--- config.mk ---
export PLATFORM = sky130hd
export DESIGN_NAME = nand_host_ecc
export DESIGN_NICKNAME = d
export VERILOG_FILES = /design/src/rtl/nand_host_pkg.sv /design/src/rtl/nand_rdy_sync.sv /design/src/rtl/nand_ecc_acc.sv /design/src/rtl/nand_pin_ctrl.sv /design/src/rtl/nand_host_ecc.sv
export SDC_FILE = /design/constraint.sdc
export NUM_CORES = 1
export LEC_CHECK = 0
export ABC_AREA = 0
export BUFFER_PORTS_ARGS = -buffer_cell sky130_fd_sc_hd__buf_2
export CAP_MARGIN = 10
export CORE_UTILIZATION = 35
export DETAILED_ROUTE_END_ITERATION = 8
export HOLD_SLACK_MARGIN = 0.1
export PLACE_DENSITY_LB_ADDON = 0.08
export SETUP_SLACK_MARGIN = 0.1
export SLEW_MARGIN = 10
export SYNTH_ARGS = -nofsm -noshare
export SYNTH_HDL_FRONTEND = slang
export SYNTH_SLANG_ARGS = --single-unit
--- constraint.sdc ---
create_clock -name clk -period 4.17 [get_ports clk]
set_input_delay 0.834 -clock clk [delete_from_list [all_inputs] [get_ports clk]]
set_output_delay 0.834 -clock clk [all_outputs]
set_load 0.005 [all_outputs]
--- src/rtl/nand_host_pkg.sv ---
// Package: register offsets and control-bit positions shared by the
// NAND host port, its submodules and its checker.
package nand_host_pkg;
    localparam int BYTE_W   = 8;
    localparam int CHUNK_AW = 8;

    localparam int OFS_LP_LO = 'h00;
    localparam int OFS_LP_HI = 'h04;
    localparam int OFS_CP    = 'h08;
    localparam int OFS_CNT   = 'h0C;
    localparam int OFS_CLR   = 'h10;
    localparam int OFS_DATA  = 'h14;
    localparam int OFS_CTRL  = 'h18;

    localparam int CB_CE0 = 0;
    localparam int CB_CLE = 1;
    localparam int CB_ALE = 2;
    localparam int CB_WP  = 3;
    localparam int CB_CE1 = 4;
    localparam int CB_RDY = 5;

    localparam int CTRL_W = 5;
    localparam logic [CTRL_W-1:0] CTRL_RST = 5'b10001;

    typedef logic [BYTE_W-1:0] byte_t;
endpackage

--- src/rtl/nand_rdy_sync.sv ---
// nand_rdy_sync: brings the asynchronous ready/busy pin into the clock
// domain through a shift chain of STAGES flops.
// Assumes STAGES >= 2.
module nand_rdy_sync #(
    parameter int STAGES = 2
) (
    input  logic clk,
    input  logic rst_n,
    input  logic pin,
    output logic synced
);
    logic [STAGES-1:0] chain;

    // shift the pin value through the synchronizer chain
    always_ff @(posedge clk) begin
        if (!rst_n) chain <= '0;
        else        chain <= {chain[STAGES-2:0], pin};
    end

    assign synced = chain[STAGES-1];
endmodule

--- src/rtl/nand_ecc_acc.sv ---
// nand_ecc_acc: Hamming parity accumulator.
// Each byte it is fed updates the line parity, using the current byte
// count as the byte's position in the chunk, and the column parity,
// using each data bit's index. It then advances the count.
// A clear takes priority over a feed in the same cycle.
// Assumes BYTE_W is a power of two.
module nand_ecc_acc
    import nand_host_pkg::*;
#(
    parameter int AW    = CHUNK_AW,
    parameter int DW    = BYTE_W,
    localparam int LP_W = 2 * AW,
    localparam int BA_W = $clog2(DW),
    localparam int CP_W = 2 * BA_W
) (
    input  logic            clk,
    input  logic            rst_n,
    input  logic            clr,
    input  logic            feed,
    input  logic [DW-1:0]   feed_byte,
    output logic [LP_W-1:0] lp,
    output logic [CP_W-1:0] cp,
    output logic [AW-1:0]   cnt
);
    logic [LP_W-1:0] lp_tog;
    logic [CP_W-1:0] cp_tog;
    logic            byte_par;

    // compute which parity bits this byte toggles
    always_comb begin
        byte_par = ^feed_byte;
        for (int k = 0; k < AW; k++) begin
            lp_tog[2*k]   = byte_par & ~cnt[k];
            lp_tog[2*k+1] = byte_par &  cnt[k];
        end
        for (int j = 0; j < BA_W; j++) begin
            cp_tog[2*j]   = 1'b0;
            cp_tog[2*j+1] = 1'b0;
            for (int b = 0; b < DW; b++) begin
                if (((b >> j) & 1) == 1) cp_tog[2*j+1] = cp_tog[2*j+1] ^ feed_byte[b];
                else                     cp_tog[2*j]   = cp_tog[2*j]   ^ feed_byte[b];
            end
        end
    end

    // accumulate parity and byte count, or clear on request
    always_ff @(posedge clk) begin
        if (!rst_n || clr) begin
            lp  <= '0;
            cp  <= '0;
            cnt <= '0;
        end else if (feed) begin
            lp  <= lp ^ lp_tog;
            cp  <= cp ^ cp_tog;
            cnt <= cnt + 1'b1;
        end
    end
endmodule

--- src/rtl/nand_pin_ctrl.sv ---
// nand_pin_ctrl: holds the control bits that drive the flash pins
// directly, and makes the one-cycle write and read strobes for
// data-port accesses.
// Assumes requests are spaced at least two cycles apart.
module nand_pin_ctrl
    import nand_host_pkg::*;
(
    input  logic              clk,
    input  logic              rst_n,
    input  logic              ctrl_we,
    input  logic [CTRL_W-1:0] ctrl_wdata,
    input  logic              dp_wr,
    input  logic              dp_rd,
    input  byte_t             dp_wdata,
    output logic [CTRL_W-1:0] ctrl_q,
    output byte_t             io_out,
    output logic              io_oe,
    output logic              we_n,
    output logic              re_n
);
    // control register: written bits drive the pins as they are
    always_ff @(posedge clk) begin
        if (!rst_n)       ctrl_q <= CTRL_RST;
        else if (ctrl_we) ctrl_q <= ctrl_wdata;
    end

    // strobes: low for the one cycle after a data-port request
    always_ff @(posedge clk) begin
        if (!rst_n) begin
            we_n <= 1'b1;
            re_n <= 1'b1;
        end else begin
            we_n <= ~dp_wr;
            re_n <= ~dp_rd;
        end
    end

    // output data and its enable: set by a write, released by a read
    always_ff @(posedge clk) begin
        if (!rst_n) begin
            io_out <= '0;
            io_oe  <= 1'b0;
        end else if (dp_wr) begin
            io_out <= dp_wdata;
            io_oe  <= 1'b1;
        end else if (dp_rd) begin
            io_oe  <= 1'b0;
        end
    end
endmodule

--- src/rtl/nand_host_ecc.sv ---
// nand_host_ecc: register-bus port to an 8-bit raw NAND flash, with a
// Hamming parity engine fed by every data-port byte.
// Reads return two clock edges after the request. Bus requests must be
// at least two cycles apart.
module nand_host_ecc
    import nand_host_pkg::*;
#(
    parameter int ADDR_W      = 5,
    parameter int SYNC_STAGES = 2
) (
    input  logic              clk,
    input  logic              rst_n,
    input  logic [ADDR_W-1:0] bus_addr,
    input  logic              bus_wr,
    input  logic              bus_rd,
    input  logic [7:0]        bus_wdata,
    output logic [7:0]        bus_rdata,
    output logic [7:0]        fl_io_out,
    output logic              fl_io_oe,
    input  logic [7:0]        fl_io_in,
    output logic              fl_cle,
    output logic              fl_ale,
    output logic [1:0]        fl_ce_n,
    output logic              fl_wp_n,
    output logic              fl_we_n,
    output logic              fl_re_n,
    input  logic              fl_rdy
);
    localparam int LP_W = 2 * CHUNK_AW;
    localparam int CP_W = 2 * $clog2(BYTE_W);

    logic              sel_data;
    logic              sel_ctrl;
    logic              sel_clr;
    logic              rd_pend;
    logic [ADDR_W-1:0] rd_addr;
    logic              rd_done_dp;
    logic              feed;
    byte_t             feed_byte;
    logic [CTRL_W-1:0] ctrl_q;
    logic              rdy_s;
    logic [LP_W-1:0]   ecc_lp;
    logic [CP_W-1:0]   ecc_cp;
    logic [CHUNK_AW-1:0] ecc_cnt;
    byte_t             rd_mux;

    assign sel_data = (bus_addr == ADDR_W'(OFS_DATA));
    assign sel_ctrl = (bus_addr == ADDR_W'(OFS_CTRL));
    assign sel_clr  = (bus_addr == ADDR_W'(OFS_CLR));

    // remember a read request until its data is taken one edge later
    always_ff @(posedge clk) begin
        if (!rst_n) begin
            rd_pend <= 1'b0;
            rd_addr <= '0;
        end else begin
            rd_pend <= bus_rd;
            if (bus_rd) rd_addr <= bus_addr;
        end
    end

    assign rd_done_dp = rd_pend && (rd_addr == ADDR_W'(OFS_DATA));

    // the parity engine takes write data at once and read data at capture
    always_comb begin
        feed      = (bus_wr && sel_data) || rd_done_dp;
        feed_byte = (bus_wr && sel_data) ? bus_wdata : fl_io_in;
    end

    nand_rdy_sync #(.STAGES(SYNC_STAGES)) u_sync (
        .clk    (clk),
        .rst_n  (rst_n),
        .pin    (fl_rdy),
        .synced (rdy_s)
    );

    nand_pin_ctrl u_pins (
        .clk        (clk),
        .rst_n      (rst_n),
        .ctrl_we    (bus_wr && sel_ctrl),
        .ctrl_wdata (bus_wdata[CTRL_W-1:0]),
        .dp_wr      (bus_wr && sel_data),
        .dp_rd      (bus_rd && sel_data),
        .dp_wdata   (bus_wdata),
        .ctrl_q     (ctrl_q),
        .io_out     (fl_io_out),
        .io_oe      (fl_io_oe),
        .we_n       (fl_we_n),
        .re_n       (fl_re_n)
    );

    nand_ecc_acc u_ecc (
        .clk       (clk),
        .rst_n     (rst_n),
        .clr       (bus_wr && sel_clr),
        .feed      (feed),
        .feed_byte (feed_byte),
        .lp        (ecc_lp),
        .cp        (ecc_cp),
        .cnt       (ecc_cnt)
    );

    assign fl_ce_n = {ctrl_q[CB_CE1], ctrl_q[CB_CE0]};
    assign fl_cle  = ctrl_q[CB_CLE];
    assign fl_ale  = ctrl_q[CB_ALE];
    assign fl_wp_n = ctrl_q[CB_WP];

    // select the byte a completed read returns
    always_comb begin
        case (int'(rd_addr))
            OFS_LP_LO: rd_mux = ecc_lp[7:0];
            OFS_LP_HI: rd_mux = ecc_lp[15:8];
            OFS_CP:    rd_mux = byte_t'(ecc_cp);
            OFS_CNT:   rd_mux = ecc_cnt;
            OFS_DATA:  rd_mux = fl_io_in;
            OFS_CTRL:  rd_mux = {2'b00, rdy_s, ctrl_q};
            default:   rd_mux = '0;
        endcase
    end

    // read data register: loaded when a read completes, held otherwise
    always_ff @(posedge clk) begin
        if (!rst_n)       bus_rdata <= '0;
        else if (rd_pend) bus_rdata <= rd_mux;
    end
endmodule

==> flow_metrics.env, run 1 <==
export IMPL_final_common_cell="dfxtp_1"
export IMPL_setup_viol=0
export IMPL_vias=2813
export IMPL_ys_seq_area_share_pct=35.8
export IMPL_clockRootBuffer="clkbuf_8"
export IMPL_worstPathRequired_ns=4.44
export IMPL_grt_max_degree=34
export IMPL_io_pins=50
export IMPL_hp_class="reg -> reg"
export IMPL_maxSlewViolCount=0
export IMPL_path_class="in -> reg"
export IMPL_synth_cells=382
export IMPL_wl_per_cell_um=15.6
export IMPL_maxCapViolCount=0
export IMPL_die_x_um=102
export IMPL_num_antenna_cells=0
export IMPL_relSlewSlack_pct=28.0
export IMPL_synth_edff_count=0
export IMPL_hold_buffers=0
export IMPL_clk_path_buf_depth=2
export IMPL_drive_gt1_share_pct=21.2
export IMPL_dr_pass1_iters=4
export IMPL_worstSkewPairLatency_ns=0.35
export IMPL_numCtsBuffers=9
export IMPL_powerDensity_nw_per_um2=338
export IMPL_start_util_pct=36.9
export IMPL_hold_viol=0
export IMPL_fin_util_pct=42.2
export IMPL_worst_pin_slew_ns=1.08
export IMPL_ys_async_sr_fraction_pct=0
export IMPL_syn_num_nets=409
export IMPL_ys_ff_latch=62
export IMPL_power_leakage_nw=1.40
export IMPL_critical_path_max_fanout=28
export IMPL_yosysWarnings=0
export IMPL_clock_sinks=62
export IMPL_fp_row_count=35
export IMPL_antenna_found_initial=0
export IMPL_startpoint_type="input port"
export IMPL_setup_tns_ns=0
export IMPL_finalCritPeriodShare_pct=56.5
export IMPL_first_global_vias=2730
export IMPL_wl_um=8660
export IMPL_h_tree_depth=3
export IMPL_grt_usage_pct=18.5
export IMPL_nets=447
export IMPL_die_h_um=102
export IMPL_cp_end_kind="flop"
export IMPL_syn_area_per_cell_um2=9.09
export IMPL_crit_arrival_ns=2.63
export IMPL_timing_fmax_mhz=425
export IMPL_drc=0
export IMPL_overflow=0
export IMPL_yosysTopAreaCell="dfxtp_1"
export IMPL_ys_flop_type="dfxtp_1"
export IMPL_clkTransAtPathRegs_ns=0.08
export IMPL_hold_start="u_sync.chain[0]$_SDFF_PN0_"
export IMPL_cts_resized=0
export IMPL_core_um2=9420
export IMPL_place_congestion=0.715
export IMPL_drt_iter0_drc=145
export IMPL_ys_types=42
export IMPL_syn_to_final_growth_pct=14.5
export IMPL_avgViaCountPerCell=5.08
export IMPL_grt_pass1_wl_um=14400
export IMPL_min_period_ns=2.36
export IMPL_layout_common_cells="dfxtp_1, nand2_1, buf_2"
export IMPL_ir_worst_vdd_mv=0.232
export IMPL_synth_area_leaders="dfxtp_1, mux2i_1, xnor2_1"
export IMPL_cts_setup_buffers=0
export IMPL_status="complete, no violations"
export IMPL_rr_startpoint="rd_addr[2]$_SDFFE_PN0P_"
export IMPL_rsz0062_at_grt="false"
export IMPL_cp_startpoint="bus_addr[1]"
export IMPL_portBuffers=49
export IMPL_skew_ns=0.0109
export IMPL_detailedPlacementHpwl_um=6110
export IMPL_synth_top_area_share_pct=35.8
export IMPL_ant_nets=0
export IMPL_die_area_um2=10300
export IMPL_netlist_area_um2=3470
export IMPL_cts_tree="done"
## where the power goes
group / internal, W / switching, W / total, W
clock network: 0.000276 / 0.000256 / 0.000533
logic: 0.0000773 / 0.000121 / 0.000198
registers: 0.000600 / 0.0000129 / 0.000613
total: 0.000953 / 0.000390 / 0.00134
## worst paths after layout
kind / to / slack (ns) / cells after the start
worst max-delay path: u_ecc.lp[5]$_SDFFE_PP0P_ / 1.81 / 6
worst min register to register: u_sync.chain[1]$_SDFF_PN0_ / 0.44 / 1
worst min-delay path: u_sync.chain[1]$_SDFF_PN0_ / 0.44 / 1
worst max register to register: u_ecc.lp[6]$_SDFFE_PP0P_ / 1.89 / 5
## through the flow
stage	hold slack (ns)	setup WS, ns	instance area (µm²)	power, W	cells
after floorplan	0.412	2.03	3470	0.000784	382
final	0.436	1.81	3970	0.00134	554
after CTS	0.441	1.80	3970	0.00137	554
after global routing	0.453	1.63	3970	0.00141	554
after global placement	0.418	1.46	3780	0.000826	538
after detailed placement	0.421	1.45	3780	0.000827	538
## Yosys cell counts (10+ instances only)
library cell and instances:
nor2b_1 11, nand2_1 52, nand2b_1 19, and2_1 10, xnor2_1 23, mux2i_1 26
dfxtp_1 62, nor3_1 13, xor2_1 10, a21boi_0 10, o22ai_1 10, clkbuf_1 16
nand3_1 15, nor2_1 17
## final cells by class
class / count / area [µm²]
Clock buffer: 11 / 131
Multi-Input combinational cell: 288 / 2080
Inverter: 6 / 22.5
Timing Repair Buffer: 53 / 275
Sequential cell: 62 / 1240
Tap cell: 129 / 161
Clock inverter: 5 / 60.1
Fill cell: 1008 / 5440
## critical path, stage by stage
cell and delay [ns]:
buf_2 0.11, nand4bb_4 0.25, nor2_2 0.86, nand2_1 0.12, o22ai_1 0.24, mux2i_1 0.21
## state kept, by name, indices dropped and copies added (netlist names)
signal         count
u_pins.io_oe       1
u_pins.ctrl_q      5
u_pins.we_n        1
rd_pend            1
u_ecc.lp          16
bus_rdata          8
u_pins.io_out      8
u_pins.re_n        1
u_ecc.cp           6
rd_addr            5
u_sync.chain       2
u_ecc.cnt          8
## per-layer routing
metal,part of all wire [%],vias up,wire length (µm),GRT usage (%)
met2,46,54,3970,30.0
met4,1.1,0,91,5.02
li1,-,1415,-,-
met1,49,1336,4270,24.3
met5,0,-,0,0
met3,3.8,8,326,4.76
## logic make-up (layout without fill, tap and decap cells)
| group | Yosys count | after routing | share of synthesized area, % |
|---|---|---|---|
| buffers and inverters | 32 | 75 | 4.36 |
| AOI/OAI and AO/OA | 59 | 59 | 13.9 |
| xor gates and xnor gates | 37 | 37 | 10.2 |
| muxes | 34 | 34 | 12.0 |
| and+or+nand+nor | 157 | 157 | 23.4 |
| adders and majority gates | 1 | 1 | 0.360 |
| DFF | 62 | 62 | 35.8 |
(Power assumes the default switching activity.)
==> run 2, diff against run 1 <==
Clock period 4.17 ns to 2 ns, I/O delays scaled along.
==> flow_metrics.env, run 2 (synthesis gave the netlist of run 1 again) <==
export IMPL_status="complete, no violations"
export IMPL_p_sw_w=0.000848
export IMPL_cts_tree="done"
export IMPL_wl_per_cell_um=15.4
export IMPL_num_antenna_cells=0
export IMPL_switching_share_pct=27.6
export IMPL_critical_path_max_fanout=8
export IMPL_overflow=0
export IMPL_finalCritPeriodShare_pct=89.4
export IMPL_ir_worst_vdd_mv=0.392
export IMPL_grt_usage_pct=18.4
export IMPL_setup_viol=0
export IMPL_setup_tns_ns=0
export IMPL_fillers=959
export IMPL_numCtsBuffers=9
export IMPL_worstPathRequired_ns=2.25
export IMPL_instances_no_fill=571
export IMPL_portBuffers=49
export IMPL_top_register="u_ecc.lp"
export IMPL_detailedPlacementHpwl_um=6460
export IMPL_busiest_layer="met2"
export IMPL_power_leakage_nw=1.54
export IMPL_avgViaCountPerCell=5.03
export IMPL_h_tree_depth=3
export IMPL_dr_pass1_iters=7
export IMPL_cp_end_kind="flop"
export IMPL_fp_row_count=35
export IMPL_first_global_vias=2712
export IMPL_grt_use_met1_pct=24.9
export IMPL_die_area_um2=10300
export IMPL_hp_class="in -> reg"
export IMPL_maxCapViolCount=0
export IMPL_clkTransAtPathRegs_ns=0.08
export IMPL_drive_gt1_share_pct=25.8
export IMPL_place_congestion=0.742
export IMPL_min_period_ns=1.79
export IMPL_wl_um=8810
export IMPL_die_x_um=102
export IMPL_core_um2=9420
export IMPL_syn_to_final_growth_pct=21.2
export IMPL_nets=464
export IMPL_p_seq_share_pct=41.3
export IMPL_powerDensity_nw_per_um2=730
export IMPL_grt_max_degree=34
export IMPL_met3_usage_pct=4.07
export IMPL_vias=2870
export IMPL_final_common_cell="dfxtp_1"
export IMPL_p_comb_share_pct=16.4
export IMPL_clk_path_buf_depth=2
export IMPL_timing_fmax_mhz=559
export IMPL_die_h_um=102
export IMPL_start_util_pct=36.9
export IMPL_clock_sinks=62
export IMPL_drc=0
export IMPL_maxSlewViolCount=0
export IMPL_ant_nets=0
export IMPL_rsz0062_at_grt="false"
export IMPL_use_met2_pct=28.9
export IMPL_layout_common_cells="dfxtp_1, nand2_1, buf_2"
export IMPL_path_class="reg -> reg"
export IMPL_antenna_found_initial=0
export IMPL_worst_pin_slew_ns=0.376
export IMPL_clockPowerShare_pct=42.3
export IMPL_grt_pass1_wl_um=14300
export IMPL_p_int_w=0.00222
export IMPL_largest_reg_flops=16
export IMPL_relSlewSlack_pct=74.9
export IMPL_hold_viol=0
export IMPL_worstSkewPairLatency_ns=0.35
export IMPL_io_pins=50
export IMPL_clockRootBuffer="clkbuf_8"
export IMPL_dp_cells=555
export IMPL_drt_iter0_drc=151
export IMPL_skew_ns=0.0138
export IMPL_crit_arrival_ns=2.04
export IMPL_startpoint_type="flop"
## run 2: repair_timing
action	CTS	global route
setup endpoints to repair	3	23
hold buffers	0	0
pin swaps	1	0
gates resized for setup	1	4
buffers inserted	0	0
## run 2: power groups by stage
stage	clock network [W]	registers [W]	logic (W)
6_report	0.00130	0.00127	0.000502
5_1_grt	0.00138	0.00127	0.000544
4_1_cts	0.00133	0.00127	0.000507
3_5_place_dp	0	0.00130	0.000504
3_3_place_gp	0	0.00130	0.000499
2_1_floorplan	0	0.00129	0.000346
## run 2: worst paths after layout
| kind | from | endpoint | slack [ns] | cells after the start |
|---|---|---|---|---|
| worst max-delay path | rd_addr[2]$_SDFFE_PN0P_ | bus_rdata[3]$_SDFFE_PN0P_ | 0.21 | 5 |
| worst min-delay path | fl_rdy | u_sync.chain[0]$_SDFF_PN0_ | 0.25 | 2 |
| worst min register to register | u_sync.chain[0]$_SDFF_PN0_ | u_sync.chain[1]$_SDFF_PN0_ | 0.45 | 1 |
| worst max register to register | rd_addr[2]$_SDFFE_PN0P_ | bus_rdata[3]$_SDFFE_PN0P_ | 0.21 | 5 |
## run 2: per-layer routing
metal / part of all wire [%] / vias to the layer above
met1: 48 / 1348
li1: - / 1448
met5: 0 / -
met3: 4.1 / 9
met2: 46 / 65
met4: 1.3 / 0
## run 2: per-stage QoR
stage / worst slack (ns) / utilization, % / total power, W / cell area, µm² / hold slack, ns
5_1_grt: 0.126 / 44.7 / 0.00319 / 4210 / 0.245
3_5_place_dp: 0.0301 / 42.0 / 0.00180 / 3960 / 0.419
6_report: 0.212 / 44.7 / 0.00307 / 4210 / 0.254
3_3_place_gp: 0.0462 / 42.0 / 0.00180 / 3960 / 0.420
4_1_cts: 0.122 / 44.5 / 0.00310 / 4190 / 0.244
2_1_floorplan: 0.249 / - / 0.00163 / 3470 / 0.412
## run 2: cell type report
cell class                 count  area (µm²)  area share [%]
sequential                    62        1240            29.6
inverter                       6        22.5           0.536
multi-input combinational    288        2090            49.8
clock inverter                 6        93.8            2.23
tap                          129         161            3.84
clock buffer                  10         138            3.27
timing repair buffer          70         453            10.8
## run 2: critical path, stage by stage, from the launching register on
cell	delay, ns
dfxtp_2	0.37
buf_4	0.18
mux4_2	0.53
a222oi_1	0.34
o22ai_1	0.11
and2_1	0.17
==> run 3, diff against run 2 <==
Settings changed: BUFFER_PORTS_ARGS -buffer_cell sky130_fd_sc_hd__buf_2 to not set, DONT_BUFFER_PORTS set to 1, SLEW_MARGIN 10 to not set.
==> flow_metrics.env, run 3 (synthesis gave the netlist of run 1 again) <==
export IMPL_status="complete, no violations"
export IMPL_ir_worst_vdd_mv=0.372
export IMPL_layout_common_cells="dfxtp_1, nand2_1, mux2i_1"
export IMPL_h_tree_depth=3
export IMPL_grt_pass1_wl_um=14300
export IMPL_wl_per_cell_um=17.1
export IMPL_cts_tree="done"
export IMPL_power_leakage_nw=1.32
export IMPL_powerDensity_nw_per_um2=737
export IMPL_portBuffers=0
export IMPL_top_register="u_ecc.lp"
export IMPL_clk_path_buf_depth=2
export IMPL_clock_sinks=62
export IMPL_antenna_found_initial=0
export IMPL_avgViaCountPerCell=5.15
export IMPL_instances_no_fill=525
export IMPL_path_class="reg -> reg"
export IMPL_grt_max_degree=34
export IMPL_cpLargestDelayFamily="compound AO/OA/AOI/OAI gates"
export IMPL_ant_nets=0
export IMPL_fillers=958
export IMPL_maxCapViolCount=0
export IMPL_overflow=0
export IMPL_drive_gt1_share_pct=15.9
export IMPL_num_antenna_cells=0
export IMPL_cp_end_kind="flop"
export IMPL_rsz0062_at_grt="true"
export IMPL_dp_cells=507
export IMPL_critical_path_max_fanout=4
export IMPL_regArea_um2=1240
export IMPL_syn_to_final_growth_pct=13.4
export IMPL_timing_fmax_mhz=552
export IMPL_skew_ns=0.0100
export IMPL_critical_path_max_stage_delay_ns=0.52
export IMPL_dr_pass1_iters=4
export IMPL_core_um2=9420
export IMPL_nets=418
export IMPL_setup_viol=0
export IMPL_path_cells="buf_6, mux4_2, a222oi_1, o22ai_1, and2_1"
export IMPL_startpoint_type="flop"
export IMPL_fin_ws_ns=0.188
export IMPL_clockRootBuffer="clkbuf_8"
export IMPL_die_h_um=102
export IMPL_clkTransAtPathRegs_ns=0.08
export IMPL_dp_slack_ns=-0.111
export IMPL_detailedPlacementHpwl_um=6430
export IMPL_min_period_ns=1.81
export IMPL_setup_tns_ns=0
export IMPL_relSlewSlack_pct=34.3
export IMPL_hp_class="in -> reg"
export IMPL_wl_um=8950
export IMPL_largest_reg_flops=16
export IMPL_finalCritPeriodShare_pct=90.6
export IMPL_multiInputGateArea_um2=2080
export IMPL_worstPathBufferInverterCount=1
export IMPL_die_x_um=102
export IMPL_hold_viol=0
export IMPL_place_congestion=0.803
export IMPL_numCtsBuffers=9
export IMPL_drt_iter0_drc=114
export IMPL_worst_pin_slew_ns=0.981
export IMPL_worstSkewPairLatency_ns=0.36
export IMPL_fp_row_count=35
export IMPL_final_common_cell="dfxtp_1"
export IMPL_worstPathRequired_ns=2.26
export IMPL_cp_slowest_cell="mux4_2"
export IMPL_start_util_pct=36.9
export IMPL_whs_ns=0.154
export IMPL_maxSlewViolCount=0
export IMPL_vias=2703
export IMPL_grt_usage_pct=18.8
export IMPL_drc=0
export IMPL_io_pins=50
export IMPL_first_global_vias=2650
export IMPL_crit_arrival_ns=2.07
export IMPL_die_area_um2=10300
-- run 3: routing by layer --
metal | GRT usage (%) | vias up | wire (µm)
li1 | - | 1359 | -
met1 | 22.6 | 1292 | 4200
met2 | 30.9 | 43 | 4240
met3 | 6.49 | 9 | 410
met4 | 7.02 | 0 | 104
met5 | 0 | - | 0
-- run 3: metrics by stage --
stage,power [W],utilization (%),cell area (µm²)
after global placement,0.00168,39.3,3700
after CTS,0.00294,41.6,3920
final,0.00290,41.8,3940
after detailed placement,0.00168,39.3,3700
after global routing,0.00302,41.8,3940
after floorplan,0.00163,-,3470
-- run 3: worst paths after layout --
path | cells after the start | slack [ns] | start | to
setup reg to reg | 5 | 0.19 | rd_addr[2]$_SDFFE_PN0P_ | bus_rdata[4]$_SDFFE_PN0P_
hold / removal | 2 | 0.15 | bus_addr[0] | u_pins.re_n$_SDFF_PN1_
hold reg to reg | 1 | 0.44 | u_sync.chain[0]$_SDFF_PN0_ | u_sync.chain[1]$_SDFF_PN0_
setup / recovery | 5 | 0.19 | rd_addr[2]$_SDFFE_PN0P_ | bus_rdata[4]$_SDFFE_PN0P_
-- run 3: worst reg2reg max path, delay by kind of cell, from the launching register on --
| family | cells | cell delay (ns) |
|---|---|---|
| and+or+nand+nor | 1 | 0.16 |
| AOI/OAI and AO/OA | 2 | 0.57 |
| buffers and inverters | 1 | 0.12 |
| muxes | 1 | 0.52 |
| DFF | 1 | 0.35 |
-- run 3: what timing repair did --
item,in CTS,in global routing
buffers inserted,0,1
hold buffers,1,0
resized for setup,0,3
gates cloned,0,0
setup endpoints to repair,1,5
hold endpoints to repair,3,0
pin swaps,1,5
-- run 3: area by class of cell --
| type | instances | share of cell area, % |
|---|---|---|
| clock buffer | 10 | 3.24 |
| clock inverter | 6 | 2.19 |
| inverter | 6 | 0.572 |
| multi-input combinational | 288 | 52.9 |
| sequential | 62 | 31.6 |
| tap | 129 | 4.10 |
| timing repair buffer | 24 | 5.37 |
-- run 3: power by group --
part / internal (W) / switching, W / total [W]
sequential: 0.00125 / 0.0000142 / 0.00126
combinational: 0.000161 / 0.000229 / 0.000389
clock: 0.000700 / 0.000546 / 0.00125
